===== src/rtl/scb_pkg.sv =====
package scb_pkg;

    localparam int SCB_REGS  = 16;
    localparam int SCB_LAT_W = 3;
    localparam int SCB_PORTS = 2;

    typedef enum logic [1:0] {
        CNT_IDLE = 2'd0,
        CNT_LOAD = 2'd1,
        CNT_DEC  = 2'd2
    } cnt_act_e;

    function automatic cnt_act_e pick_action(input logic load, input logic nonzero);
        if (load)         return CNT_LOAD;
        else if (nonzero) return CNT_DEC;
        else              return CNT_IDLE;
    endfunction

endpackage


===== src/rtl/scb_counter.sv =====
module scb_counter
    import scb_pkg::*;
#(
    parameter int LAT_W = SCB_LAT_W
) (
    input  logic             clk,
    input  logic             rst,
    input  logic             load,
    input  logic [LAT_W-1:0] lat,
    output logic [LAT_W-1:0] cnt
);

    cnt_act_e act;

    always_comb act = pick_action(load, cnt != '0);

    always_ff @(posedge clk) begin
        if (rst) begin
            cnt <= '0;
        end else begin
            case (act)
                CNT_LOAD: cnt <= lat;
                CNT_DEC:  cnt <= cnt - 1'b1;
                default:  cnt <= cnt;
            endcase
        end
    end

    // a write reloads the counter, even while it is busy
    assert_load_R2: assert property (@(posedge clk) disable iff (rst)
        load |=> cnt == $past(lat));

    // an idle, busy counter steps down by one
    assert_dec_R3: assert property (@(posedge clk) disable iff (rst)
        (!load && cnt != '0) |=> cnt == $past(cnt) - 1'b1);

    // an idle counter at zero stays at zero
    assert_hold_zero_R3: assert property (@(posedge clk) disable iff (rst)
        (!load && cnt == '0) |=> cnt == '0);

endmodule


===== src/rtl/scb_read_check.sv =====
module scb_read_check
    import scb_pkg::*;
#(
    parameter int NUM_REGS = SCB_REGS,
    parameter int LAT_W    = SCB_LAT_W,
    localparam int IDX_W   = $clog2(NUM_REGS)
) (
    input  logic                           clk,
    input  logic                           rst,
    input  logic                           rd_en,
    input  logic [IDX_W-1:0]               rd_idx,
    input  logic [NUM_REGS-1:0][LAT_W-1:0] cnt_all,
    output logic                           hazard
);

    logic [LAT_W-1:0] sel_cnt;
    logic             busy;

    always_comb begin
        sel_cnt = cnt_all[rd_idx];
        busy    = sel_cnt != '0;
    end

    always_ff @(posedge clk) begin
        if (rst) hazard <= 1'b0;
        else     hazard <= rd_en & busy;
    end

    // a disabled port never flags
    assert_quiet_R7: assert property (@(posedge clk) disable iff (rst)
        !rd_en |=> !hazard);

    // an enabled read of a busy register flags in the next cycle
    assert_flag_R6: assert property (@(posedge clk) disable iff (rst)
        (rd_en && cnt_all[rd_idx] != '0) |=> hazard);

endmodule


===== src/rtl/busy_scoreboard.sv =====
module busy_scoreboard
    import scb_pkg::*;
#(
    parameter int NUM_REGS  = SCB_REGS,
    parameter int LAT_W     = SCB_LAT_W,
    parameter int NUM_PORTS = SCB_PORTS,
    localparam int IDX_W    = $clog2(NUM_REGS)
) (
    input  logic                       clk,
    input  logic                       rst,
    input  logic                       wr_en,
    input  logic [IDX_W-1:0]           wr_idx,
    input  logic [LAT_W-1:0]           wr_lat,
    input  logic [NUM_PORTS-1:0]       rd_en,
    input  logic [NUM_PORTS*IDX_W-1:0] rd_idx,
    output logic [NUM_PORTS-1:0]       hazard
);

    logic [NUM_REGS-1:0][LAT_W-1:0] cnt_all;
    logic [NUM_REGS-1:0]            load_vec;

    for (genvar r = 0; r < NUM_REGS; r++) begin : g_reg
        assign load_vec[r] = wr_en && (wr_idx == IDX_W'(r));

        scb_counter #(.LAT_W(LAT_W)) u_cnt (
            .clk  (clk),
            .rst  (rst),
            .load (load_vec[r]),
            .lat  (wr_lat),
            .cnt  (cnt_all[r])
        );
    end

    for (genvar p = 0; p < NUM_PORTS; p++) begin : g_port
        scb_read_check #(.NUM_REGS(NUM_REGS), .LAT_W(LAT_W)) u_chk (
            .clk     (clk),
            .rst     (rst),
            .rd_en   (rd_en[p]),
            .rd_idx  (rd_idx[p*IDX_W +: IDX_W]),
            .cnt_all (cnt_all),
            .hazard  (hazard[p])
        );
    end

    // reset leaves both hazard outputs low
    assert_reset_quiet_R1: assert property (@(posedge clk)
        rst |=> hazard == '0);

    // at most one counter takes a write per cycle
    assert_one_load_R2: assert property (@(posedge clk) disable iff (rst)
        $onehot0(load_vec));

    // two enabled ports on the same register report the same result
    assert_ports_agree_R8: assert property (@(posedge clk) disable iff (rst)
        (rd_en[0] && rd_en[NUM_PORTS-1] &&
         rd_idx[IDX_W-1:0] == rd_idx[(NUM_PORTS-1)*IDX_W +: IDX_W])
        |=> hazard[0] == hazard[NUM_PORTS-1]);

endmodule


===== config.mk =====
export PLATFORM = sky130hd
export DESIGN_NAME = busy_scoreboard
export DESIGN_NICKNAME = d
export VERILOG_FILES = /design/src/rtl/scb_pkg.sv /design/src/rtl/scb_counter.sv /design/src/rtl/scb_read_check.sv /design/src/rtl/busy_scoreboard.sv
export SDC_FILE = /design/constraint.sdc
export NUM_CORES = 1
export LEC_CHECK = 0
export ABC_AREA = 1
export BUFFER_PORTS_ARGS = -buffer_cell sky130_fd_sc_hd__buf_2
export CAP_MARGIN = 20
export CORE_MARGIN = 2
export CORE_UTILIZATION = 49
export DETAILED_ROUTE_END_ITERATION = 6
export GPL_TIMING_DRIVEN = 0
export PLACE_DENSITY = 0.71
export SLEW_MARGIN = 20
export SYNTH_ARGS = -nofsm -noshare
export SYNTH_HDL_FRONTEND = slang
export SYNTH_HIERARCHICAL = 1
export SYNTH_SLANG_ARGS = --single-unit

===== constraint.sdc =====
create_clock -name clk -period 1.14 [get_ports clk]
set_input_delay 0.057 -clock clk [delete_from_list [all_inputs] [get_ports clk]]
set_output_delay 0.057 -clock clk [all_outputs]
set_load 0.03 [all_outputs]

==> summary.md <==
| Metric | Value |
|---|---|
| Htree depth | 2 |
| Reported max-cap violation count | 0 |
| CP startpoint kind | flop |
| Largest clock skew in the final design | slightly below 0.006 ns |
| Clock buffers created by TritonCTS | 5 |
| Register bit count reported by yosys | 50 |
| Critical Path, Cell by Cell | buf_6 -> nor2_4 -> nand2_2 -> nand3_2 -> nand2_2 -> nand2_1 -> nand2_1 -> nand2_1 -> a21oi_2 |
| Fin worst setup slack | around 0.018 ns |
| Antenna diode count | 0 |
| Bufs on Longest Clock Path | 2 |
| Number of non-filler instances in the completed layout | 863 |
| Final cycle utilization of the critical path | 98.4% |
| Unrepaired setup endpoints after global routing | true |
| Core Footprint | 8260 um^2 |
| DR vias | about 4.4k |
| Post-CTS clock slew at the launch and capture registers of the worst setup and hold paths | 0.10 ns |
| Maximum clock frequency | between 800 and 900 MHz |
| Fill cell total of the finished layout | 783 |
| Final hold violation count | 0 |
| Total half-perimeter wirelength after legalization and detailed placement | 7560 um |
| Post-synthesis instance area | 4180 um^2 |
| Top library cells by usage in the layout, fill and taps aside | 137 x nand2_1, 115 x nand3_1, 102 x nor2_1, 80 x inv_1, 77 x inv_2 |
| Drt pass-1 iters | 5 |
| Ys Warns | 6 |
| Mean cell area of the mapped netlist | roughly 5.9 um^2 |
| Count of antenna-violating nets left after detailed routing | 0 |
| Switching Share | 47.1% |
| Synthesized net count | 762 |
| Sequential share of the synthesized area | between 20% and 30% |
| Reported net switching power | 5.98 mW |
| Rows | 33 |
| Final Slew Violations | 0 |
| WP buf/inv | 1 |
| Core utilization of the finished layout | 61.0% |
| Starting utilization of the core area | between 50% and 60% |
| Number of distinct library cells after synthesis | 13 |
| Final cell area excluding filler cells | 5030 um^2 |
| Post-placement cell count | 836 |
| Final weighted congestion of routability-driven global placement | 0.909 |
| Crit path DAT | 1.37 ns |
| Clk Latency, worst-skew pair | 0.31 ns |
| Combinational fraction of design power | 63.5% |
| Type of the setup path with the least slack | reg -> reg |
| Number of global-route vias before repair | 3,938 |
| Most frequent cell on the critical path | nand2_1 |
| Die area | 9290 um^2 |
| Clock network power share | 8.9% |
| Overflow left after global routing | 0 |
| Count of input and output buffers | 21 |
| Placed Instance Area | 4420 um^2 |
| Minimum clock period after layout | 1.12 ns |
| # clock sinks | 50 |
| Die height | 96.4 um |
| Final setup vio count | 0 |
| Area added between synthesis and finish | 20.4% |
| Sequential cell fraction of total power | 27.6% |
| Internal portion of total power | 6.72 mW |
| Min Hold Slack | 0.00584 ns |
| Total Nets Final | 809 |
| Vias per cell | 5.11 |
| Hold Path Class | in -> reg |
| Horizontal die dimension | 96.4 um |
| Most common library cell in the layout ignoring fill and taps | nand2_1 |
| DRC errors left | 0 |
| Buffer type at the clock tree root | clkbuf_8 |
| Total Wirelength | 11,300 um |
| Maximum number of pins on one net before global-route repair | 19 |
| Initial drt markers | 214 |
| Headroom to the max-slew limit | between 50% and 60% |
| Maximum resistive drop on vdd | 1.24 mV |
| Critical Path End Type | flop |
| Stage delay of the slowest cell on the critical path | 0.36 ns |
| Largest fanout on the critical path | 3 |
| Final TNS setup | 0 ns |
| Final Total Pwr | 12.7 mW |
| TritonCTS clock tree | built |
| Setup slack at placement | -0.125 ns |
| Number of instances in the synthesized netlist | 710 |
| Routed len/inst | around 13 um |
| Cell with the biggest individual delay on the critical path | dfxtp_2 |
| Status | complete, no violations |
| I/O pin count | 22 |
| Global-route wire length before repair | 17,000 um |
| WP data required | roughly 1.4 ns |
| GRT Resource Usage Total | 23.2% |
| Cell family with the largest share of critical-path delay | simple AND/OR/NAND/NOR gates |
| Static leakage | 2.66 nW |
| PD cells | 2520 nW/um^2 |
| Initial antenna violation count | 0 |
| Measured slew at the worst slew-check pin | 0.619 ns |
| Fraction of final layout cells with drive strength greater than 1 | 31.5% |
==> repair_timing <==
action | CTS | global route
gates resized for setup | 23 | 120
gates cloned | 0 | 0
hold endpoints to repair | 2 | 0
pin swaps | 0 | 40
setup buffers | 0 | 18
endpoints found under the setup margin | 28 | 48
hold buffers | 2 | 0
==> registers in the layout, summed over array words and instances, names as in the netlist <==
| signal | count |
|---|---|
| g_port.u_chk/hazard | 2 |
| g.u_cnt/cnt | 48 |
==> worst register-to-register path: cells and delay by family (launching register included) <==
family                 cells  cell delay (ns)
AO/OA/AOI/OAI              1             0.15
buffers and inverters      1             0.11
flip-flops                 1             0.36
AND/OR/NAND/NOR            7             0.45
==> power by group through the flow <==
stage	logic (mW)	registers (mW)	clock network, mW
2_1_floorplan	5.57	3.11	0
6_report	8.07	3.50	1.13
4_1_cts	6.63	3.33	1.17
3_5_place_dp	6.60	3.30	0
3_3_place_gp	6.35	3.27	0
5_1_grt	9.16	3.60	1.22
==> path summary, 6_finish.rpt <==
check / startpoint / to / slack (ns) / depth (start not counted)
min: rd_idx[6] / g_port[1].u_chk/hazard$_SDFF_PP0_ / 0.006 / 3
max: g_reg[5].u_cnt/cnt[1]$_SDFFE_PP0P_ / g_port[0].u_chk/hazard$_SDFF_PP0_ / 0.02 / 9
min reg2reg: g_reg[1].u_cnt/cnt[0]$_SDFFE_PP0P_ / g_reg[1].u_cnt/cnt[0]$_SDFFE_PP0P_ / 0.59 / 4
max reg2reg: g_reg[5].u_cnt/cnt[1]$_SDFFE_PP0P_ / g_port[0].u_chk/hazard$_SDFF_PP0_ / 0.02 / 9
==> cells in the mapped netlist <==
cell type	instances	area share, %
ha_1	32	9.6
dfxtp_1	50	24
nand2_1	141	13
inv_1	102	9.2
xor2_1	16	3.4
nand2_2	34	5.1
nand3_1	123	15
inv_2	50	4.5
nor2_1	110	9.9
a21oi_2	2	0.42
buf_6	2	0.54
nand4_1	32	4.8
clkinv_1	16	1.4
==> routing by layer <==
metal / track usage (%) / wire length [um] / vias up
met5: 0 / 0 / -
met4: 6.22 / 152 / 0
met3: 3.49 / 689 / 24
met2: 41.0 / 5460 / 140
met1: 29.4 / 4970 / 1963
li1: - / - / 2281
==> cells by family after synthesis <==
| group | count (synthesis) | synth area share, % |
|---|---|---|
| buf+inv | 170 | 15.6 |
| compound gates | 2 | 0.419 |
| fa+ha+maj | 32 | 9.57 |
| xor+xnor | 16 | 3.35 |
| simple gates | 440 | 47.1 |
| flops | 50 | 23.9 |
==> cell type report <==
type	instances	area (um^2)	share of cell area [%]
clock buffers	7	86.3	1.71
flip-flops and latches	50	1090	21.6
plain buffers	2	22.5	0.447
multi-input cells	490	2800	55.6
clock inverters	1	5.00	0.0994
inverters	168	636	12.6
repair buffers	40	264	5.24
well taps	105	131	2.61
No activity file was read; power rests on OpenSTA's default activity.
